<file path="config.mk">
export PLATFORM = sky130hd
export DESIGN_NAME = intc_core
export DESIGN_NICKNAME = d
export VERILOG_FILES = /design/src/rtl/intc_pkg.sv /design/src/rtl/intc_pending.sv /design/src/rtl/intc_arbiter.sv /design/src/rtl/intc_core.sv
export SDC_FILE = /design/constraint.sdc
export NUM_CORES = 1
export LEC_CHECK = 0
export ABC_AREA = 1
export BUFFER_PORTS_ARGS = -buffer_cell sky130_fd_sc_hd__buf_4
export CAP_MARGIN = 40
export CORE_MARGIN = 3
export CORE_UTILIZATION = 30
export CTS_BUF_LIST = sky130_fd_sc_hd__clkbuf_4
export CTS_CLUSTER_SIZE = 8
export DETAILED_ROUTE_END_ITERATION = 8
export PLACE_DENSITY_LB_ADDON = 0.2
export SLEW_MARGIN = 5
export SYNTH_ARGS = -nofsm -noshare
export SYNTH_HDL_FRONTEND = slang
export SYNTH_SLANG_ARGS = --single-unit
</file>
<file path="constraint.sdc">
create_clock -name clk -period 24.5 [get_ports clk]
set_input_delay 4.9 -clock clk [delete_from_list [all_inputs] [get_ports clk]]
set_output_delay 4.9 -clock clk [all_outputs]
set_load 0.05 [all_outputs]
</file>
<file path="src/rtl/intc_pkg.sv">
package intc_pkg;
    typedef enum logic {
        MODE_SINGLE = 1'b0,
        MODE_LEVEL  = 1'b1
    } intc_mode_e;

    localparam int LVL_W = 3;
    localparam logic [LVL_W-1:0] LVL_TOP = '1;
endpackage

</file>
<file path="src/rtl/intc_pending.sv">
module intc_pending #(
    parameter int NUM_SRC = 8
) (
    input  logic               clk,
    input  logic               rst_n,
    input  logic [NUM_SRC-1:0] req_i,
    input  logic [NUM_SRC-1:0] en_i,
    input  logic               nmi_i,
    input  logic [NUM_SRC-1:0] clr_src_i,
    input  logic               clr_nmi_i,
    output logic [NUM_SRC-1:0] cand_o,
    output logic               nmi_cand_o
);
    typedef struct packed {
        logic [NUM_SRC-1:0] pend;
        logic               nmi_prev;
        logic               nmi_pend;
    } pend_t;

    pend_t st_d, st_q;
    logic [NUM_SRC-1:0] live;
    logic               nmi_rise;

    always_comb begin
        live        = req_i & en_i;
        nmi_rise    = nmi_i & ~st_q.nmi_prev;
        cand_o      = (st_q.pend | live) & en_i;
        nmi_cand_o  = st_q.nmi_pend | nmi_rise;
        st_d.pend     = (st_q.pend | live) & ~clr_src_i;
        st_d.nmi_prev = nmi_i;
        st_d.nmi_pend = nmi_cand_o & ~clr_nmi_i;
    end

    always_ff @(posedge clk) begin
        if (!rst_n) st_q <= '0;
        else        st_q <= st_d;
    end
endmodule

</file>
<file path="src/rtl/intc_arbiter.sv">
module intc_arbiter
    import intc_pkg::*;
#(
    parameter int NUM_SRC = 8,
    localparam int IDX_W  = (NUM_SRC > 1) ? $clog2(NUM_SRC) : 1
) (
    input  logic [NUM_SRC-1:0]       cand_i,
    input  logic [NUM_SRC*LVL_W-1:0] prio_i,
    input  intc_mode_e               mode_i,
    input  logic                     mask_bit_i,
    input  logic [LVL_W-1:0]         mask_lvl_i,
    output logic                     hit_o,
    output logic [IDX_W-1:0]         win_idx_o,
    output logic [LVL_W-1:0]         win_lvl_o
);
    logic [NUM_SRC-1:0]   elig;
    logic [LVL_W-1:0]     rank [NUM_SRC];

    for (genvar g = 0; g < NUM_SRC; g++) begin : g_src
        logic [LVL_W-1:0] lvl;
        assign lvl = prio_i[g*LVL_W +: LVL_W];
        assign rank[g] = (mode_i == MODE_LEVEL) ? lvl : '0;
        assign elig[g] = cand_i[g] &
            ((mode_i == MODE_SINGLE) ? ~mask_bit_i
                                     : ((lvl > mask_lvl_i) || (lvl == LVL_TOP)));
    end

    // Downward scan with >= lets the lower index win ties
    always_comb begin
        hit_o     = 1'b0;
        win_idx_o = '0;
        win_lvl_o = '0;
        for (int i = NUM_SRC - 1; i >= 0; i--) begin
            if (elig[i] && (!hit_o || rank[i] >= win_lvl_o)) begin
                hit_o     = 1'b1;
                win_idx_o = IDX_W'(i);
                win_lvl_o = rank[i];
            end
        end
    end
endmodule

</file>
<file path="src/rtl/intc_core.sv">
module intc_core
    import intc_pkg::*;
#(
    parameter int NUM_SRC  = 8,
    parameter int VEC_W    = 8,
    parameter int VEC_BASE = 16,
    parameter int NMI_VEC  = 7,
    parameter int PC_W     = 32,
    parameter int CCR_W    = 8
) (
    input  logic                     clk,
    input  logic                     rst_n,
    input  logic [NUM_SRC-1:0]       req_i,
    input  logic [NUM_SRC-1:0]       en_i,
    input  logic                     nmi_i,
    input  logic                     mode_i,
    input  logic [NUM_SRC*3-1:0]     prio_i,
    input  logic                     boundary_i,
    input  logic [PC_W-1:0]          pc_i,
    input  logic [CCR_W-1:0]         ccr_i,
    input  logic                     mask_we_i,
    input  logic                     mask_bit_wr_i,
    input  logic [2:0]               mask_lvl_wr_i,
    output logic                     accept_o,
    output logic [VEC_W-1:0]         vector_o,
    output logic                     mask_bit_o,
    output logic [2:0]               mask_lvl_o,
    output logic [PC_W-1:0]          save_pc_o,
    output logic [CCR_W-1:0]         save_ccr_o
);
    localparam int IDX_W = (NUM_SRC > 1) ? $clog2(NUM_SRC) : 1;

    typedef struct packed {
        logic             accept;
        logic [VEC_W-1:0] vector;
        logic             mask_bit;
        logic [LVL_W-1:0] mask_lvl;
        logic [PC_W-1:0]  save_pc;
        logic [CCR_W-1:0] save_ccr;
    } core_t;

    core_t st_d, st_q;

    intc_mode_e         mode;
    logic [NUM_SRC-1:0] cand;
    logic               nmi_cand;
    logic [NUM_SRC-1:0] clr_src;
    logic               clr_nmi;
    logic               hit;
    logic [IDX_W-1:0]   win_idx;
    logic [LVL_W-1:0]   win_lvl;

    assign mode = intc_mode_e'(mode_i);

    intc_pending #(.NUM_SRC(NUM_SRC)) i_pending (
        .clk        (clk),
        .rst_n      (rst_n),
        .req_i      (req_i),
        .en_i       (en_i),
        .nmi_i      (nmi_i),
        .clr_src_i  (clr_src),
        .clr_nmi_i  (clr_nmi),
        .cand_o     (cand),
        .nmi_cand_o (nmi_cand)
    );

    intc_arbiter #(.NUM_SRC(NUM_SRC)) i_arbiter (
        .cand_i     (cand),
        .prio_i     (prio_i),
        .mode_i     (mode),
        .mask_bit_i (st_q.mask_bit),
        .mask_lvl_i (st_q.mask_lvl),
        .hit_o      (hit),
        .win_idx_o  (win_idx),
        .win_lvl_o  (win_lvl)
    );

    always_comb begin
        st_d        = st_q;
        st_d.accept = 1'b0;
        st_d.vector = '0;
        clr_src     = '0;
        clr_nmi     = 1'b0;

        if (mask_we_i) begin
            st_d.mask_bit = mask_bit_wr_i;
            st_d.mask_lvl = mask_lvl_wr_i;
        end

        if (boundary_i && (nmi_cand || hit)) begin
            st_d.accept   = 1'b1;
            st_d.save_pc  = pc_i;
            st_d.save_ccr = ccr_i;
            if (nmi_cand) begin
                clr_nmi     = 1'b1;
                st_d.vector = VEC_W'(NMI_VEC);
                if (mode == MODE_LEVEL) st_d.mask_lvl = LVL_TOP;
                else                    st_d.mask_bit = 1'b1;
            end else begin
                clr_src[win_idx] = 1'b1;
                st_d.vector = VEC_W'(VEC_BASE) + VEC_W'(win_idx);
                if (mode == MODE_LEVEL) st_d.mask_lvl = win_lvl;
                else                    st_d.mask_bit = 1'b1;
            end
        end
    end

    always_ff @(posedge clk) begin
        if (!rst_n) begin
            st_q          <= '0;
            st_q.mask_bit <= 1'b1;
            st_q.mask_lvl <= LVL_TOP;
        end else begin
            st_q <= st_d;
        end
    end

    assign accept_o   = st_q.accept;
    assign vector_o   = st_q.vector;
    assign mask_bit_o = st_q.mask_bit;
    assign mask_lvl_o = st_q.mask_lvl;
    assign save_pc_o  = st_q.save_pc;
    assign save_ccr_o = st_q.save_ccr;
endmodule

</file>
Word-level counts from Yosys, hierarchy flattened
Cells that the tools add are included.

Logic and storage cells: 143. Input port bits: 90. Register bits: 63. Output and inout port bits: 53.

Reductions and logical operators: 34. Order comparisons: 17. Eq/ne operators: 8. Add/sub/neg operators: 1. Multiplexer cells: 52. Bitwise logic cells: 21.

Operators by type and width (number): $mux 3 (26); $mux 53 (1); $and 8x8->8 (3); $eq 3x3->1 const B (8); $gt 3x3->1 (8); $ge 3x3->1 (7); $mux 1 (20); $logic_or 1x1->1 (16); $mux 8 (2); $and 1x1->1 (10); $mux 10 (1); $logic_and 1x1->1 (9); $not 8->8 (1); $or 8x8->8 (1); $logic_not 1->1 (7); $add 5x3->6 const A (1); $not 1->1 (5); $lt 3x4->1 const B (1); $mux 4 (1); $demux 1 s3 (1); $ge 3x1->1 const B (1); $reduce_or 3->1 (1); $reduce_and 2->1 (1); $or 1x1->1 (1).

Depth between registers and ports, before layout
Depth after elaboration: 41. Gate-level depth with buffers: 79. Gate-level depth less buffers: 79.

Modules after synthesis
A second synthesis with hierarchy kept.

Cell total of the unflattened synthesis: 640. Area, all modules: 4351.7 um2.

By module, submodules not included: intc_arbiter (area an instance 1961.9 um2, cells each 323, times used 1, sequential area each 0.0 um2); intc_core (area an instance 1949.4 um2, cells each 249, times used 1, sequential area each 980.9 um2); intc_pending (area an instance 440.4 um2, cells each 68, times used 1, sequential area each 200.2 um2).

Worst setup path after synthesis
OpenSTA, ideal clock, no wires.

Path kind: input to register. Start point: input prio_i[23]. End point: register i_pending.st_q[6] (netlist bit). Arrival time: 12.619 ns. Setup slack: 11.770 ns. Stages on the path: 65. Data required time: 24.388 ns. Setup time: 0.112 ns. Path through: ha_1 -> a21oi_1 -> nand2_1 -> nand2_1 -> nand2_2 -> nand4_1 -> inv_1 -> ha_1 -> and3_1 -> nor2_1 -> nand3_1 -> nand2_2 -> nand2_1 -> nand2_1 -> inv_1 -> ha_1 -> o21ai_0 -> nand2_1 -> [29 not listed] -> ha_1 -> a21boi_0 -> o21ai_0 -> nand3_2 -> nand2_4 -> nand3_1 -> and2_1 -> ha_1 -> o21ai_0 -> nand2_1 -> a21oi_1 -> nand2_1 -> nand2_2 -> nand2_2 -> nor2_2 -> nand2_1 -> nor2_1 -> nor2_1.

Cells in the longest elaborated chain, start to end: 41. Elaborated cells on any way between the ends: 68. Classes of those cells: order compare (10); eq/ne (1); mux (29); bitwise (3); reduce/logical (25).

Ends and longest elaborated chain: start, declared (RTL line intc_core.sv:17) `input logic [NUM_SRC*3-1:0] prio_i,`; $gt 3x3->1 / $eq 3x3->1 (equally long branches) (RTL line intc_arbiter.sv:25) `: ((lvl > mask_lvl_i) || (lvl == LVL_TOP)));`; $logic_or 1x1->1 (RTL line intc_arbiter.sv:25); $mux 1 (RTL line intc_arbiter.sv:24) `((mode_i == MODE_SINGLE) ? ~mask_bit_i`; $and 1x1->1 (RTL line intc_arbiter.sv:23) `assign elig[g] = cand_i[g] &`; $mux 3 / $mux 1 (equally long branches) (RTL line intc_arbiter.sv:34) `if (elig[i] && (!hit_o || rank[i] >= win_lvl_o)) begin`; $ge 3x3->1 / $logic_not 1->1 (equally long branches) (RTL line intc_arbiter.sv:34); $logic_or 1x1->1 (RTL line intc_arbiter.sv:34); $logic_and 1x1->1 (RTL line intc_arbiter.sv:34); [25 not listed]; $lt 3x4->1 (implied by the code) / $ge 3x1->1 (equally long branches) (RTL line intc_core.sv:100) `clr_src[win_idx] = 1'b1;`; $logic_and 1x1->1 (implied by the code) (RTL line intc_core.sv:100); $mux 1 (implied by the code) (RTL line intc_core.sv:100); $demux 1 s3 (RTL line intc_core.sv:100); $mux 8 (RTL line intc_core.sv:94) `if (nmi_cand) begin`; $mux 8 * (RTL line intc_core.sv:90) `if (boundary_i && (nmi_cand || hit)) begin`; $not 8->8 * (RTL line intc_pending.sv:29) `st_d.pend = (st_q.pend | live) & ~clr_src_i;`; $and 8x8->8 * (RTL line intc_pending.sv:29); end signal, assigned (RTL line intc_pending.sv:36) `else st_q <= st_d;`; end, declared (RTL line intc_pending.sv:20) `pend_t st_d, st_q;`.

Every way passes the cells marked *; elsewhere a longest branch is shown, timed or not. A chain may end at the register's enable or synchronous reset.

Worst setup path in the final report
Start point: input mode_i. End point: register i_pending.st_q[6] (netlist bit).

Cells in the longest elaborated chain, start to end: 39. Elaborated cells on any way between the ends: 86. Classes of those cells: order compare (9); mux (43); bitwise (10); reduce/logical (24).

Ends and longest elaborated chain: start, declared (RTL line intc_core.sv:16) `input logic mode_i,`; $mux 1 (RTL line intc_arbiter.sv:24); $and 1x1->1 (RTL line intc_arbiter.sv:23); $mux 3 / $mux 1 (equally long branches) (RTL line intc_arbiter.sv:34); $ge 3x3->1 / $logic_not 1->1 (equally long branches) (RTL line intc_arbiter.sv:34); $logic_or 1x1->1 (RTL line intc_arbiter.sv:34); $logic_and 1x1->1 (RTL line intc_arbiter.sv:34); $mux 3 / $mux 1 (equally long branches) (RTL line intc_arbiter.sv:34); $ge 3x3->1 / $logic_not 1->1 (equally long branches) (RTL line intc_arbiter.sv:34); [23 not listed]; $lt 3x4->1 (implied by the code) / $ge 3x1->1 (equally long branches) (RTL line intc_core.sv:100); $logic_and 1x1->1 (implied by the code) (RTL line intc_core.sv:100); $mux 1 (implied by the code) (RTL line intc_core.sv:100); $demux 1 s3 (RTL line intc_core.sv:100); $mux 8 (RTL line intc_core.sv:94); $mux 8 * (RTL line intc_core.sv:90); $not 8->8 * (RTL line intc_pending.sv:29); $and 8x8->8 * (RTL line intc_pending.sv:29).

Marks and branches as above.

==> flow_summary_export.csv <==
group,metric,value,unit
sta,fin_crit,13.69,ns
sta,rsz0062_at_grt,"false",
worst_setup_path,critPathMaxFanout,38,
worst_setup_path,crit_path_frequent_cell,"nand2_1",
global_routing,antenna_found_initial,0,
pwr,swShare,42.4,%
placement,gp_congestion,0.873,
worst_setup_path,worstPathRequired,24.79,ns
synth,synth_area,4230,sq um
route,drt-pass1-iter-count,4,
synth,async_flop_share,0,%
min_path,min_path_type,"flip-flop to flip-flop",
synth,synth_top_cell_area_share,28.0,%
route,vias,4237,
worst_setup_path,cpMaxStageDelayCell,"ha_1",
worst_setup_path,path_class,"input port to flip-flop",
cts,cts-resized-gates,0,
synth,synth_cells,609,
sta,timing.final.max_slew_violations,0,
worst_setup_path,reg2reg_from,"mask_lvl_o[1]$_SDFF_PN1_",
placement,placed_cells,905,
pwr,p_switching,130,uW
pwr,intPower,176,uW
synth,synthTopCellsByArea,"dfxtp_1 (28%), ha_1 (13%), nand2_1 (9.6%)",
route,drc,0,
floorplan,die_w,125,um
cts,clk_pin_slew_worst_paths,0.09,ns
floorplan,die_h,125,um
cts,cts-htree-levels,3,
floorplan,io_pins,143,
floorplan,dieArea,15500,sq um
outcome,status,"finished clean",
pwr,powerDensity,56.2,nW/um^2
synth,ys_types,37,
cts,postCtsSetupBuffers,0,
worst_setup_path,rrSetupSlack,14.80,ns
cts,insertion_delay,0.40,ns
global_routing,grt_pass1_wl,20.0,mm
cells_and_area,stdcell_count,920,
cts,cts_tree,"yes",
synth,synth-seq-cells,59,
pwr,p_comb_share,45.2,%
global_routing,grt-ovfl-total,0,
sta,fin_crit_sh,55.9,%
cts,hold_buffers,0,
floorplan,row_count,42,
floorplan,coreArea,13500,sq um
worst_setup_path,arrival,13.98,ns
worst_setup_path,slowest_delay,0.35,ns
route,wl_per_cell,13.4,um
synth,syn_area_per_cell,6.94,sq um
worst_setup_path,reg2reg_depth,65,
min_path,min_to,"save_pc_o[10]$_SDFFE_PN0P_",
cells_and_area,nets,875,
placement,port_buffers,138,
pwr,p_seq_share,36.6,%
cts,root_buffer,"clkbuf_4",
route,ant_nets,0,
cts,ctsLongestPathBuffers,2,
worst_setup_path,worstReg2RegEnd,"i_pending.st_q[6]$_SDFF_PN0_",
run,maxCapViolations,0,
cells_and_area,antennaDiodeCount,0,
global_routing,grt_max_degree,52,
global_routing,grt_pass1_vias,4187,
synth,synth_top_area_cell,"dfxtp_1",
route,drt_iter0_markers,173,
worst_setup_path,start_kind,"input port",
worst_setup_path,cp-end-kind,"flip-flop",
floorplan,initial_core_util,31.3,%
synth,ys_seq_area_share,28.0,%
cts,cts_inserted_buffers,9,
cells_and_area,area_delta_synth_final,28.7,%
cells_and_area,final_cell_mix,"buf_4 (139), nand2_1 (108), inv_1 (66)",
placement,dp.final_hpwl,9.71,mm
cells_and_area,final_area,5440,sq um
sta,finalSetupViolCount,0,
sta,fin_setup_tns,0,ns
cells_and_area,regArea,1180,sq um
cells_and_area,drive_gt1_share,31.7,%
cells_and_area,n_fill_cell,1428,
sta,worstMarginPinSlew,0.685,ns
pwr,ir_drop,37.2,uV
sta,clock_skew,0.0120,ns
sta,final-hold-violation-count,0,
route,avgViaCountPerCell,4.61,
cells_and_area,multi_input_area,2600,sq um
cts,cts.sinks,59,
sta,max_freq,0.0730,GHz
placement,place_ws,10.41,ns
placement,dpl-instance-area,5340,sq um
route,wl,12.4,mm
synth,yosysWarnings,0,
min_path,whs_path_depth,2,
global_routing,track_usage,15.6,%
synth,yosys_most_used_dff,"dfxtp_1",
synth,synth_edf_count,0,
sta,worst_slack,10.81,ns
pwr,pwr-share-clk,18.2,%
sta,relSlewSlack,54.3,%
pwr,p_leak,2.92,nW
min_path,min_from,"save_pc_o[10]$_SDFFE_PN0P_",
cells_and_area,final_common_cell,"buf_4",
[worst max path at each step]
stage / from / end / slack, ns / cells after the start
floorplan: prio_i[23] / i_pending.st_q[6]$_SDFF_PN0_ / 11.77 / 65
global placement: mode_i / i_pending.st_q[6]$_SDFF_PN0_ / 11.05 / 67
detailed placement: mode_i / i_pending.st_q[6]$_SDFF_PN0_ / 10.41 / 65
CTS: mode_i / i_pending.st_q[6]$_SDFF_PN0_ / 10.83 / 65
global route: mode_i / i_pending.st_q[6]$_SDFF_PN0_ / 9.82 / 68
finish: mode_i / i_pending.st_q[6]$_SDFF_PN0_ / 10.81 / 65
[critical path: cells and delay by family]
kind                     cells  cell delay (ns)
AO/OA/AOI/OAI               14             2.12
AND/OR/NAND/NOR             41             4.54
adder cells (fa/ha/maj)      7             1.89
buffers and inverters        3             0.50
[layer usage]
metal  vias to the layer above  track usage (%)  wire length (um)
met4                         0             7.74               367
met5                         -                0                 0
met1                      1867             18.4              5320
met3                        26             4.46               966
met2                       123             25.8              5710
li1                       2221                -                 -
[flip-flops by register name, summed over array words and instances (netlist names)]
name and flops:
accept_o 1, i_pending.st_q 10, mask_bit_o 1, mask_lvl_o 3
save_ccr_o 8, save_pc_o 32, vector_o 4
[Yosys cell counts (2+ instances only)]
cell type  instances
dfxtp_1           59
and2_1             5
nand2_2           14
nand3_2            3
buf_1              2
nor2_1            61
or2_2              2
buf_6              8
clkbuf_1           5
nor2_4             3
nor2_2            45
nand3_1           53
nand4_1            9
inv_2              5
nor3_1             4
a21oi_2            2
nand2_1          108
o21ai_0           45
clkinv_1           2
a21oi_1           29
o21ai_1            7
a21o_1             6
nand2_4            3
inv_4              2
buf_2              2
inv_1             66
buf_4              5
ha_1              45
[cell type report]
type / instances / share of cell area (%)
Multi-Input combinational cell: 455 / 47.8
Clock inverter: 4 / 0.345
Tap cell: 176 / 4.05
Inverter: 76 / 5.36
Timing Repair Buffer: 139 / 19.2
Sequential cell: 59 / 21.7
Clock buffer: 11 / 1.52
[power by group through the flow]
| stage | combinational, mW | clock, mW | sequential, mW |
|---|---|---|---|
| after floorplan | 0.0680 | 0 | 0.144 |
| after CTS | 0.140 | 0.0595 | 0.112 |
| after detailed placement | 0.139 | 0 | 0.114 |
| after global placement | 0.136 | 0 | 0.114 |
| after global routing | 0.153 | 0.0629 | 0.113 |
| final | 0.138 | 0.0556 | 0.112 |
[through the flow]
step           hold slack, ns  power [mW]  util (%)
6_report                0.496       0.306      40.3
5_1_grt                 0.517       0.330      40.3
4_1_cts                 0.500       0.311      40.3
3_5_place_dp            0.483       0.254      39.5
3_3_place_gp            0.478       0.250      39.5
2_1_floorplan           0.521       0.212         -
[logic make-up after synthesis]
logic type | synth area share [%]
flops | 28.0
other cells | 0.0888
fa+ha+maj | 13.3
simple gates | 35.9
buf+inv | 10.8
compound gates | 11.9
(Power assumes the default switching activity.)
